==> config.mk <==
export PLATFORM = sky130hd
export DESIGN_NAME = flash_mode_ctrl
export DESIGN_NICKNAME = d
export VERILOG_FILES = /design/src/rtl/fmc_pkg.sv /design/src/rtl/fmc_unlock_decoder.sv /design/src/rtl/fmc_recover_timer.sv /design/src/rtl/fmc_mode_fsm.sv /design/src/rtl/flash_mode_ctrl.sv
export SDC_FILE = /design/constraint.sdc
export NUM_CORES = 1
export LEC_CHECK = 0
export ABC_AREA = 0
export ABC_CLOCK_PERIOD_IN_PS = 4600
export BUFFER_PORTS_ARGS = -buffer_cell sky130_fd_sc_hd__buf_2
export CAP_MARGIN = 10
export CORE_AREA = 2 2 73 75
export DETAILED_ROUTE_END_ITERATION = 6
export DIE_AREA = 0 0 75 77
export HOLD_SLACK_MARGIN = 0.08
export SYNTH_ARGS = -nofsm -noshare
export SYNTH_HDL_FRONTEND = slang
export SYNTH_HIERARCHICAL = 1
export SYNTH_SLANG_ARGS = --single-unit
export TNS_END_PERCENT = 20
==> constraint.sdc <==
create_clock -name clk -period 4.6 [get_ports clk]
set_input_delay 0.92 -clock clk [delete_from_list [all_inputs] [get_ports clk]]
set_output_delay 0.92 -clock clk [all_outputs]
set_load 0.01 [all_outputs]
==> src/rtl/fmc_pkg.sv <==
package fmc_pkg;

  typedef enum logic [2:0] {
    MODE_READ         = 3'd0,
    MODE_STATUS_ID    = 3'd1,
    MODE_PROGRAM      = 3'd2,
    MODE_BULK_ERASE   = 3'd3,
    MODE_SECTOR_ERASE = 3'd4,
    MODE_ERROR        = 3'd5,
    MODE_RECOVERING   = 3'd6
  } fmc_mode_e;

  typedef enum logic [2:0] {
    CMD_NONE     = 3'd0,
    CMD_RESET    = 3'd1,
    CMD_IDREAD   = 3'd2,
    CMD_PROG_ARM = 3'd3,
    CMD_BULK     = 3'd4,
    CMD_SECTOR   = 3'd5
  } fmc_cmd_e;

  typedef enum logic [1:0] {
    UNL_IDLE   = 2'd0,
    UNL_FIRST  = 2'd1,
    UNL_SECOND = 2'd2
  } fmc_unlock_e;

  localparam logic [7:0] KEY_FIRST  = 8'hAA;
  localparam logic [7:0] KEY_SECOND = 8'h55;
  localparam logic [7:0] OP_RESET   = 8'hF0;
  localparam logic [7:0] OP_IDREAD  = 8'h90;
  localparam logic [7:0] OP_PROGRAM = 8'hA0;
  localparam logic [7:0] OP_BULK    = 8'h10;
  localparam logic [7:0] OP_SECTOR  = 8'h30;

  // Command byte to command code; only reset is recognised without the prefix.
  function automatic fmc_cmd_e decode_cmd(input logic [7:0] byte_in, input logic prefixed);
    fmc_cmd_e c;
    c = CMD_NONE;
    if (byte_in == OP_RESET) c = CMD_RESET;
    else if (prefixed) begin
      case (byte_in)
        OP_IDREAD:  c = CMD_IDREAD;
        OP_PROGRAM: c = CMD_PROG_ARM;
        OP_BULK:    c = CMD_BULK;
        OP_SECTOR:  c = CMD_SECTOR;
        default:    c = CMD_NONE;
      endcase
    end
    return c;
  endfunction

  // Modes in which the array is working on an operation.
  function automatic logic is_active_op(input fmc_mode_e m);
    return (m == MODE_PROGRAM) || (m == MODE_BULK_ERASE) || (m == MODE_SECTOR_ERASE);
  endfunction

endpackage

==> src/rtl/fmc_unlock_decoder.sv <==
module fmc_unlock_decoder
  import fmc_pkg::*;
#(
  parameter int ADDR_W = 12,
  parameter int DATA_W = 8,
  parameter logic [ADDR_W-1:0] UNLOCK_ADDR1 = 'h555,
  parameter logic [ADDR_W-1:0] UNLOCK_ADDR2 = 'hAAA
) (
  input  logic              clk,
  input  logic              rst_n,
  input  logic              flush,
  input  logic              wr_stb,
  input  logic [ADDR_W-1:0] wr_addr,
  input  logic [DATA_W-1:0] wr_data,
  output logic              cmd_stb,
  output fmc_cmd_e          cmd_code
);

  localparam logic [DATA_W-1:0] KEY1_W = DATA_W'(KEY_FIRST);
  localparam logic [DATA_W-1:0] KEY2_W = DATA_W'(KEY_SECOND);

  fmc_unlock_e state_q, state_d;
  logic        upper_clear;
  logic        hit_first;
  logic        hit_second;
  logic        take;
  fmc_cmd_e    code_w;

  assign upper_clear = ((wr_data >> 8) == '0);
  assign hit_first   = (wr_addr == UNLOCK_ADDR1) && (wr_data == KEY1_W);
  assign hit_second  = (wr_addr == UNLOCK_ADDR2) && (wr_data == KEY2_W);
  assign take        = wr_stb && !flush;

  always_comb begin
    code_w = CMD_NONE;
    if (take && upper_clear) begin
      if (state_q == UNL_SECOND)
        code_w = decode_cmd(wr_data[7:0], 1'b1);
      else if (state_q == UNL_IDLE && !hit_first)
        code_w = decode_cmd(wr_data[7:0], 1'b0);
    end
  end

  assign cmd_code = code_w;
  assign cmd_stb  = (code_w != CMD_NONE);

  always_comb begin
    state_d = state_q;
    if (flush) state_d = UNL_IDLE;
    else if (wr_stb) begin
      case (state_q)
        UNL_IDLE:   state_d = hit_first  ? UNL_FIRST  : UNL_IDLE;
        UNL_FIRST:  state_d = hit_second ? UNL_SECOND : UNL_IDLE;
        default:    state_d = UNL_IDLE;
      endcase
    end
  end

  always_ff @(posedge clk) begin
    if (!rst_n) state_q <= UNL_IDLE;
    else        state_q <= state_d;
  end

endmodule

==> src/rtl/fmc_recover_timer.sv <==
module fmc_recover_timer #(
  parameter int CYCLES = 3125
) (
  input  logic clk,
  input  logic rst_n,
  input  logic start,
  output logic busy,
  output logic expire
);

  localparam int CNT_W = $clog2(CYCLES + 1);
  localparam logic [CNT_W-1:0] LOAD = CNT_W'(CYCLES);
  localparam logic [CNT_W-1:0] LAST = CNT_W'(1);

  logic [CNT_W-1:0] cnt_q;

  assign busy   = (cnt_q != '0);
  assign expire = (cnt_q == LAST) && !start;

  always_ff @(posedge clk) begin
    if (!rst_n)      cnt_q <= '0;
    else if (start)  cnt_q <= LOAD;
    else if (busy)   cnt_q <= cnt_q - LAST;
  end

endmodule

==> src/rtl/fmc_mode_fsm.sv <==
module fmc_mode_fsm
  import fmc_pkg::*;
(
  input  logic      clk,
  input  logic      rst_n,
  input  logic      hw_rst,
  input  logic      wr_stb,
  input  logic      cmd_stb,
  input  fmc_cmd_e  cmd_code,
  input  logic      arr_done,
  input  logic      arr_fault,
  input  logic      rec_expire,
  output fmc_mode_e mode_q,
  output logic      err_flag_q,
  output logic      prog_armed_q,
  output logic      rec_start
);

  fmc_mode_e mode_d;
  logic      armed_d;
  logic      err_d;
  logic      op_live;
  logic      reset_cmd;

  assign op_live   = is_active_op(mode_q);
  assign reset_cmd = cmd_stb && (cmd_code == CMD_RESET);

  always_comb begin
    mode_d    = mode_q;
    armed_d   = prog_armed_q;
    rec_start = 1'b0;
    if (hw_rst) begin
      armed_d = 1'b0;
      if (op_live || mode_q == MODE_RECOVERING) begin
        mode_d    = MODE_RECOVERING;
        rec_start = 1'b1;
      end else begin
        mode_d = MODE_READ;
      end
    end else if (op_live && arr_fault) begin
      mode_d = MODE_ERROR;
    end else if (op_live && arr_done) begin
      mode_d = MODE_READ;
    end else if (mode_q == MODE_RECOVERING) begin
      if (rec_expire) mode_d = MODE_READ;
    end else if (prog_armed_q && wr_stb) begin
      armed_d = 1'b0;
      mode_d  = MODE_PROGRAM;
    end else if (cmd_stb) begin
      case (mode_q)
        MODE_READ: begin
          case (cmd_code)
            CMD_IDREAD:   mode_d  = MODE_STATUS_ID;
            CMD_PROG_ARM: armed_d = 1'b1;
            CMD_BULK:     mode_d  = MODE_BULK_ERASE;
            CMD_SECTOR:   mode_d  = MODE_SECTOR_ERASE;
            default:      mode_d  = MODE_READ;
          endcase
        end
        MODE_STATUS_ID, MODE_ERROR: begin
          if (reset_cmd) mode_d = MODE_READ;
        end
        MODE_SECTOR_ERASE: begin
          if (reset_cmd) begin
            mode_d    = MODE_RECOVERING;
            rec_start = 1'b1;
          end
        end
        default: mode_d = mode_q;
      endcase
    end
  end

  // Error flag kept as its own set/clear register driven by the events.
  always_comb begin
    err_d = err_flag_q;
    if (hw_rst)                                   err_d = 1'b0;
    else if (op_live && arr_fault)                err_d = 1'b1;
    else if (mode_q == MODE_ERROR && reset_cmd)   err_d = 1'b0;
  end

  always_ff @(posedge clk) begin
    if (!rst_n) begin
      mode_q       <= MODE_READ;
      prog_armed_q <= 1'b0;
      err_flag_q   <= 1'b0;
    end else begin
      mode_q       <= mode_d;
      prog_armed_q <= armed_d;
      err_flag_q   <= err_d;
    end
  end

endmodule

==> src/rtl/flash_mode_ctrl.sv <==
module flash_mode_ctrl
  import fmc_pkg::*;
#(
  parameter int ADDR_W = 12,
  parameter int DATA_W = 8,
  parameter int RECOVER_CYCLES = 3125,
  parameter logic [ADDR_W-1:0] UNLOCK_ADDR1 = 'h555,
  parameter logic [ADDR_W-1:0] UNLOCK_ADDR2 = 'hAAA
) (
  input  logic              clk,
  input  logic              rst_n,
  input  logic              hw_rst,
  input  logic              wr_stb,
  input  logic [ADDR_W-1:0] wr_addr,
  input  logic [DATA_W-1:0] wr_data,
  input  logic              arr_done,
  input  logic              arr_fault,
  output logic [2:0]        mode,
  output logic              dq5,
  output logic              busy
);

  fmc_mode_e mode_q;
  fmc_cmd_e  cmd_code;
  logic      cmd_stb;
  logic      err_flag_q;
  logic      prog_armed_q;
  logic      rec_start;
  logic      rec_busy;
  logic      rec_expire;
  logic      dec_flush;

  // Program data phase, recovery and hardware reset all keep the prefix decoder idle.
  assign dec_flush = hw_rst || rec_busy || (prog_armed_q && wr_stb);

  fmc_unlock_decoder #(
    .ADDR_W       (ADDR_W),
    .DATA_W       (DATA_W),
    .UNLOCK_ADDR1 (UNLOCK_ADDR1),
    .UNLOCK_ADDR2 (UNLOCK_ADDR2)
  ) u_decoder (
    .clk      (clk),
    .rst_n    (rst_n),
    .flush    (dec_flush),
    .wr_stb   (wr_stb),
    .wr_addr  (wr_addr),
    .wr_data  (wr_data),
    .cmd_stb  (cmd_stb),
    .cmd_code (cmd_code)
  );

  fmc_recover_timer #(
    .CYCLES (RECOVER_CYCLES)
  ) u_timer (
    .clk    (clk),
    .rst_n  (rst_n),
    .start  (rec_start),
    .busy   (rec_busy),
    .expire (rec_expire)
  );

  fmc_mode_fsm u_fsm (
    .clk          (clk),
    .rst_n        (rst_n),
    .hw_rst       (hw_rst),
    .wr_stb       (wr_stb),
    .cmd_stb      (cmd_stb),
    .cmd_code     (cmd_code),
    .arr_done     (arr_done),
    .arr_fault    (arr_fault),
    .rec_expire   (rec_expire),
    .mode_q       (mode_q),
    .err_flag_q   (err_flag_q),
    .prog_armed_q (prog_armed_q),
    .rec_start    (rec_start)
  );

  assign mode = mode_q;
  assign dq5  = err_flag_q;
  assign busy = rec_busy;

endmodule

==> flow_summary.toml, run 1 <==
[outcome]
status = "finished, final reports clean"

[worst_setup_path]
r2r_cells = 16
endpoint = "u_fsm/mode_q[2]"
crit_required_ns = 4.79
rr_startpoint = "u_timer/cnt_q[0]"
critPathKind = "reg -> reg"
path_max_fanout = 13
critPathLaunch = "u_timer/cnt_q[0]"
arrival_ns = 4.28
rrSetupSlack_ns = 0.51
r2r_end = "u_fsm/mode_q[2]"
endpoint_kind = "flip-flop"
startpoint_type = "flip-flop"

[clock_network]
path_clk_slew_ns = 0.08
post_cts_buffers = 0
ctsHoldBuffers = 0
h-tree-depth = 1
root_buffer = "clkbuf_8"
clockBufferDepth = 2
worstSkewPairLatency_ns = 0.26
clock-sinks = 19
tritoncts.num_buffers = 3
cts_resized = 0
cts_tree = "done"

[sta]
skew_ns = 0.00866
final-max-slew-violation-count = 0
tns_ns = 0
finalSetupViolCount = 0
post-route-min-period_ns = 4.09
tightest_slew_ns = 0.626
slew_headroom_pct = 57.2
timing.final.ws_setup_ns = 0.511
hold_viol = 0
timing.hold.ws_ns = 0.511
post-route-period-util_pct = 88.9
rsz0062_at_grt = "no"
max_freq_mhz = 245

[final_layout]
drive_gt1_share_pct = 30.7
utilization_pct = 38.5
layout.nets = 245
antenna_cells = 0
finalNonFillerCells = 285
area_growth_pct = 13.6
fillCellCount = 522

[job]
cap_violations = 0

[logic_synthesis]
yosysWarnings = 6
syn_area_per_cell_sq_um = 9.02
synth_edf_count = 0
synth_area_leader_cell = "dfxtp_1"
synth_top_area_share_pct = 22.6
ys_types = 74
synthArstFlopShare_pct = 0
synth_area_sq_um = 1690
yosysSeqAreaShare_pct = 22.6
synth.area.top_cells = "dfxtp_1, buf_6, nor4b_2"
synthFlopType = "dfxtp_1"
synth_nets = 216
syn_inst = 187
synth_seq_cells = 19
netlist_top_cells_count = "dfxtp_1, nand2_1, nor2_1, inv_1, nor3_1"
synth_most_common_cell = "dfxtp_1"

[place]
dp_cells = 281
port_buffers = 30
dpl.hpwl_um = 2930
dp_slack_ns = 0.530
gp_congestion = 0.824

[floorplanning]
core_area_sq_um = 4980
dieArea_sq_um = 5780
pin_count = 31
dieWidth_um = 75
die_y_um = 77
start_util_pct = 33.9
rows = 26

[routing]
drt_iter0_drc = 94
drc = 0
vias = 1516
wl_per_cell_um = 13.3
wirelength_um = 3800
detail-route-antenna-nets = 0
vias_per_cell = 5.32
firstDrtPassIters = 4

[power_and_ir_drop]
power.switching_uw = 348
power_density_nw_per_um2 = 431
power.static_leakage_uw = 0.000679
sw_frac_of_total_pct = 42.1
power_frac_comb_pct = 50.6
ir_worst_vdd_mv = 0.140
p_int_uw = 478
p_clk_share_pct = 14.5
power_frac_seq_pct = 34.8

[global_routing]
track_usage_pct = 13.9
grt_pass1_wl_um = 6570
antenna_found_initial = 0
grt_overflow_total = 0
grt_pass1_vias = 1449
grt_max_degree = 16

[min_path]
hold_class = "reg -> reg"
cell families (layout without fill, tap and decap cells):
group	Yosys count	count (layout)	synth area share (%)
AO/OA/AOI/OAI	47	47	23.7
adder cells (fa/ha/maj)	3	3	2.23
multiplexers	3	3	1.85
buffers and inverters	17	45	6.08
AND/OR/NAND/NOR	92	92	40.4
XOR/XNOR	6	6	3.12
flip-flops	19	19	22.6
final cells by class:
class | count | area, sq um | area share, %
Multi-Input combinational cell | 151 | 1200 | 62.8
Clock inverter | 1 | 5.00 | 0.261
Tap cell | 70 | 87.6 | 4.57
Sequential cell | 19 | 380 | 19.8
Timing Repair Buffer | 32 | 165 | 8.62
Inverter | 9 | 33.8 | 1.76
Clock buffer | 3 | 41.3 | 2.15
how the worst min path moves through the flow:
| stage | startpoint | end | slack (ns) | depth (start not counted) |
|---|---|---|---|---|
| finish | u_timer/cnt_q[6] | u_timer/cnt_q[6] | 0.51 | 2 |
| global route | u_fsm/err_flag_q | u_fsm/err_flag_q | 0.55 | 2 |
| CTS | u_timer/cnt_q[6] | u_timer/cnt_q[6] | 0.51 | 2 |
| detailed placement | u_timer/cnt_q[6] | u_timer/cnt_q[6] | 0.49 | 2 |
| global placement | u_timer/cnt_q[6] | u_timer/cnt_q[6] | 0.50 | 2 |
| floorplan | u_timer/cnt_q[7] | u_timer/cnt_q[7] | 0.46 | 2 |
cell usage in the layout (no fill, tap or decap), drive strengths merged, types with 4 or more instances in the layout:
master,instances
a21oi,6
and4bb,4
buf,32
dfxtp,19
inv,9
nand2,12
nand3b,6
nand4,4
nor2,11
nor2b,4
nor3,7
nor3b,4
nor4,7
nor4b,8
o21ai,7
o31a,5
o31ai,5
or2,4
or3,4
xnor2,4
power by group through the flow:
stage / Sequential [uW] / Combinational (uW) / Clock, uW
final: 288 / 418 / 120
after global routing: 299 / 472 / 131
after CTS: 287 / 420 / 124
after detailed placement: 290 / 419 / 0
after global placement: 289 / 422 / 0
after floorplan: 258 / 376 / 0
worst max-delay path, stage by stage (launching register included):
cell,delay (ns)
dfxtp_1,0.37
inv_1,0.10
ha_1,0.13
nor4b_1,0.32
and3_4,0.36
inv_2,0.09
a211o_1,0.33
nor4b_2,0.30
nand2_2,0.12
nor4b_2,0.50
nand4bb_4,0.26
nor4_1,0.06
a22o_1,0.24
nor4b_1,0.30
nor3_1,0.12
o21ai_4,0.21
mux2i_1,0.19
per-stage QoR:
| stage | power [uW] | cell area, sq um |
|---|---|---|
| 2_1_floorplan | 635 | 1690 |
| 3_3_place_gp | 711 | 1870 |
| 3_5_place_dp | 709 | 1870 |
| 4_1_cts | 831 | 1920 |
| 5_1_grt | 902 | 1920 |
| 6_report | 826 | 1920 |
state kept, by name, summed over array words and instances (netlist names):
name	flops
u_fsm/prog_armed_q	1
u_fsm/mode_q	3
u_timer/cnt_q	12
u_fsm/err_flag_q	1
u_decoder/state_q	2
routing by layer:
layer  track usage (%)  up-vias  wire length (um)
met5                 0        -                 0
met4              3.93        0                18
met3              1.58        2               106
met2              20.4       35              1630
met1              21.0      700              2040
li1                  -      779                 -
Power figures use the tool's default switching activity.
==> run 2: changes to the inputs <==
Settings changed: RECOVER_POWER set to 25.
==> run 2 against run 1 <==
Effect of this change: highest routed layer unchanged; sequential power about the same; critical endpoint unchanged; register-to-register slack worse by 0.04 ns; critical path depth is the same; largest power group unchanged.
==> flow_summary.toml, run 2 (synthesized netlist as in run 1, its figures left out) <==
[floorplanning]
dieArea_sq_um = 5780
core_area_sq_um = 4980
die_y_um = 77
rows = 26
pin_count = 31
dieWidth_um = 75
start_util_pct = 33.9

[global_routing]
grt_pass1_wl_um = 6570
grt_max_degree = 16
grt_pass1_vias = 1449
grt_overflow_total = 0
antenna_found_initial = 0
track_usage_pct = 13.9

[sta]
timing.final.ws_setup_ns = 0.468
post-route-min-period_ns = 4.13
timing.hold.ws_ns = 0.512
hold_viol = 0
max_freq_mhz = 242
skew_ns = 0.00940
final-max-slew-violation-count = 0
post-route-period-util_pct = 89.8
slew_headroom_pct = 60.7
tns_ns = 0
tightest_slew_ns = 0.575
finalSetupViolCount = 0
rsz0062_at_grt = "no"

[clock_network]
cts_tree = "done"
cts_resized = 0
path_clk_slew_ns = 0.08
clock-sinks = 19
post_cts_buffers = 0
root_buffer = "clkbuf_8"
ctsHoldBuffers = 0
clockBufferDepth = 2
worstSkewPairLatency_ns = 0.26
tritoncts.num_buffers = 3
h-tree-depth = 1

[final_layout]
top_regs = "u_timer/cnt_q: 12 flops, u_fsm/mode_q: 3 flops, u_decoder/state_q: 2 flops"
most-common-layout-cells = "buf_2, dfxtp_1, nand2_1, nor2_1, inv_1"
area_growth_pct = 13.4
top_register = "u_timer/cnt_q"
finalNonFillerCells = 285
drive_gt1_share_pct = 28.4
largest_reg_flops = 12
final_common_cell = "buf_2"
layout.nets = 245
antenna_cells = 0
fillCellCount = 525

[place]
dp_cells = 281
port_buffers = 30
dpl.hpwl_um = 2930
dp_slack_ns = 0.530
gp_congestion = 0.824

[worst_setup_path]
crit_path_max_incr_delay_ns = 0.49
path_max_fanout = 13
startpoint_type = "flip-flop"
rrSetupSlack_ns = 0.47
crit_required_ns = 4.79
critPathKind = "reg -> reg"
rr_startpoint = "u_timer/cnt_q[0]"
r2r_cells = 16
endpoint_kind = "flip-flop"
arrival_ns = 4.32
r2r_end = "u_fsm/mode_q[2]"
path_cells = "inv_1, ha_1, nor4b_1, and3_4, inv_1, a211o_1, nor4b_2, nand2_2, nor4b_2, nand4bb_4, nor4_1, a22o_1, nor4b_1, nor3_1, o21ai_4, mux2i_1"
crit_path_top_delay_cell = "nor4b_2"

[routing]
vias_per_cell = 5.31
drc = 0
firstDrtPassIters = 4
vias = 1513
drt_iter0_drc = 86
wl_per_cell_um = 13.3
detail-route-antenna-nets = 0
wirelength_um = 3800

[min_path]
whs_path_depth = 2
hold_end = "u_timer/cnt_q[6]"
min_from = "u_timer/cnt_q[6]"
hold_class = "reg -> reg"

[power_and_ir_drop]
power.static_leakage_uw = 0.000662
power_density_nw_per_um2 = 431
ir_worst_vdd_mv = 0.140
total_power_uw = 824

[job]
cap_violations = 0

[outcome]
status = "finished, final reports clean"
-- run 2: cell count changes in the layout (fill, tap and decap cells not counted), sizes merged --
cell | before | now
buf | 32 | 28
clkbuf | 3 | 7
-- run 2: per-stage QoR --
stage               instance area (sq um)  util, %
floorplan                            1690        -
global placement                     1870     37.6
detailed placement                   1870     37.6
CTS                                  1920     38.5
global route                         1910     38.4
finish                               1910     38.4
-- run 2: report_power, final --
group / internal [uW] / switching [uW]
combinational: 204 / 213
sequential: 213 / 75.3
clock: 60.2 / 59.3
total: 476 / 347
-- run 2: cell type report --
type | count | area, sq um | share of cell area [%]
clock inverters | 1 | 5.00 | 0.262
repair buffers | 32 | 160 | 8.38
well taps | 70 | 87.6 | 4.58
clock buffers | 3 | 41.3 | 2.16
multi-input cells | 151 | 1200 | 63.0
inverters | 9 | 33.8 | 1.77
flip-flops and latches | 19 | 380 | 19.9
-- run 2: worst max path at each step --
| stage | start | end | slack, ns | cells after the start |
|---|---|---|---|---|
| final | u_timer/cnt_q[0] | u_fsm/mode_q[2] | 0.47 | 16 |
| after floorplan | u_timer/cnt_q[0] | u_fsm/mode_q[1] | 0.53 | 18 |
| after detailed placement | u_timer/cnt_q[0] | u_fsm/mode_q[0] | 0.53 | 16 |
| after CTS | u_timer/cnt_q[0] | u_fsm/mode_q[0] | 0.50 | 16 |
| after global placement | u_timer/cnt_q[0] | u_fsm/mode_q[0] | 0.67 | 16 |
| after global routing | u_timer/cnt_q[1] | u_fsm/mode_q[0] | 0.12 | 16 |
-- run 2: layer usage --
layer | wire length (um) | part of all wire, % | vias up | track usage [%]
li1 | - | - | 778 | -
met1 | 2030 | 54 | 700 | 21.0
met2 | 1640 | 43 | 33 | 20.4
met3 | 111 | 2.9 | 2 | 1.58
met4 | 18 | 0.47 | 0 | 3.93
met5 | 0 | 0 | - | 0
-- run 2: worst max-delay path, delay by kind of cell (launching register included) --
| kind | cells | cell delay [ns] |
|---|---|---|
| muxes | 1 | 0.19 |
| DFF | 1 | 0.37 |
| adders and majority gates | 1 | 0.13 |
| buffers and inverters | 2 | 0.24 |
| AOI/OAI and AO/OA | 3 | 0.79 |
| and+or+nand+nor | 9 | 2.33 |
==> run 3: changes to the inputs <==
Settings changed: BUFFER_PORTS_ARGS -buffer_cell sky130_fd_sc_hd__buf_2 to not set, DONT_BUFFER_PORTS set to 1.
==> run 3 against run 2 <==
Effect of this change: first-iteration DRC count decreased by 37%; sequential cell count unchanged; critical path type unchanged; setup slack got worse by 0.020 ns; critical path depth unchanged; die area unchanged; worst hold slack about the same; utilization decreased by 2.8 points; cell count decreased by 11%; non-clock buffer count decreased by 30; total power decreased by 3.4%.
==> flow_summary.toml, run 3 (synthesized netlist as in run 1, its figures left out) <==
[floorplanning]
die_y_um = 77
core_area_sq_um = 4980
dieWidth_um = 75
start_util_pct = 33.9
rows = 26
pin_count = 31
dieArea_sq_um = 5780

[outcome]
status = "finished, final reports clean"

[sta]
tightest_slew_ns = 0.594
post-route-min-period_ns = 4.15
final-max-slew-violation-count = 0
max_freq_mhz = 241
tns_ns = 0
timing.final.ws_setup_ns = 0.447
post-route-period-util_pct = 90.3
finalSetupViolCount = 0
hold_viol = 0
slew_headroom_pct = 60.4
skew_ns = 0.00189
timing.hold.ws_ns = 0.512
rsz0062_at_grt = "no"

[clock_network]
root_buffer = "clkbuf_8"
tritoncts.num_buffers = 3
path_clk_slew_ns = 0.07
ctsHoldBuffers = 0
cts_tree = "done"
clockBufferDepth = 2
clock-sinks = 19
h-tree-depth = 1
worstSkewPairLatency_ns = 0.25

[routing]
vias = 1433
vias_per_cell = 5.62
wl_per_cell_um = 14.3
firstDrtPassIters = 4
drc = 0
detail-route-antenna-nets = 0
drt_iter0_drc = 54
wirelength_um = 3660

[place]
dp_slack_ns = 0.395
port_buffers = 0
dpl.hpwl_um = 2790
place_area_sq_um = 1720
gp_congestion = 0.806

[final_layout]
drive_gt1_share_pct = 18.9
area_growth_pct = 5.19
antenna_cells = 0
design_area_sq_um = 1770
top_register = "u_timer/cnt_q"
final_common_cell = "dfxtp_1"
most-common-layout-cells = "dfxtp_1, nand2_1, nor2_1"
largest_reg_flops = 12
layout.nets = 215
top_regs = "u_timer/cnt_q: 12 flops, u_fsm/mode_q: 3 flops, u_decoder/state_q: 2 flops"

[worst_setup_path]
endpoint_kind = "flip-flop"
crit_path_top_delay_cell = "nor4b_2"
path_cells = "inv_1, ha_1, nor4b_1, and3_4, inv_2, a211o_1, nor4b_2, nand2_2, nor4b_2, nand4bb_4, nor4_1, a22o_1, nor4b_1, nor3_1, o21ai_4, mux2i_1"
arrival_ns = 4.34
path_max_fanout = 13
crit_path_max_incr_delay_ns = 0.43
startpoint_type = "flip-flop"
critPathKind = "reg -> reg"
crit_required_ns = 4.78

[global_routing]
grt_overflow_total = 0
track_usage_pct = 13.1
grt_max_degree = 16
antenna_found_initial = 0
grt_pass1_vias = 1410
grt_pass1_wl_um = 6110

[power_and_ir_drop]
ir_worst_vdd_mv = 0.182
power.static_leakage_uw = 0.000560
total_power_uw = 796
power_density_nw_per_um2 = 449

[job]
cap_violations = 0

[min_path]
hold_class = "reg -> reg"
[run 3: cell types whose count changed in the layout (fill, tap and decap cells not counted)]
| cell | delta |
|---|---|
| clkinv_2 | -1 |
| inv_2 | +1 |
| clkbuf_1 | -3 |
| nor4b_4 | +1 |
| inv_1 | -1 |
| buf_2 | -26 |
| nor4b_2 | -1 |
[run 3: per-stage QoR]
step           util [%]  cells
6_report           35.6    255
3_5_place_dp       34.6    251
5_1_grt            35.6    255
2_1_floorplan         -    187
4_1_cts            35.5    255
3_3_place_gp       34.6    251
[run 3: path summary, 6_finish.rpt]
kind               startpoint               end  slack, ns  depth (start not counted)
max reg2reg  u_timer/cnt_q[0]   u_fsm/mode_q[0]       0.45                         16
max          u_timer/cnt_q[0]   u_fsm/mode_q[0]       0.45                         16
min          u_timer/cnt_q[7]  u_timer/cnt_q[7]       0.51                          2
min reg2reg  u_timer/cnt_q[7]  u_timer/cnt_q[7]       0.51                          2
[run 3: critical path, delay by kind of cell (launching register included)]
family / cells / cell delay [ns]
mux: 1 / 0.20
fa+ha+maj: 1 / 0.14
buf+inv: 2 / 0.22
flops: 1 / 0.37
simple gates: 9 / 2.36
compound gates: 3 / 0.80
[run 3: layer usage]
layer / global-route usage [%] / wire [um] / part of all wire, % / vias to the layer above
li1: - / - / - / 722
met2: 20.3 / 1660 / 45 / 36
met3: 3.15 / 158 / 4.3 / 4
met5: 0 / 0 / 0 / -
met1: 17.7 / 1790 / 49 / 671
met4: 4.11 / 47 / 1.3 / 0
[run 3: cell type report]
cell class / instances / area, sq um
Clock buffer: 4 / 45.0
Inverter: 9 / 33.8
Timing Repair Buffer: 2 / 15.0
Multi-Input combinational cell: 151 / 1210
Tap cell: 70 / 87.6
Sequential cell: 19 / 380
Fill cell: 537 / 3200
[run 3: what timing repair did]
| action | in CTS | in global routing |
|---|---|---|
| endpoints found under the setup margin | 0 | 1 |
| resized for setup | 0 | 1 |
| buffers inserted | 0 | 0 |
[run 3: report_power, final]
part           switching [uW]  total (uW)  internal (uW)
Combinational             197         389            192
Sequential               78.9         292            213
Clock                    54.2         116           61.5
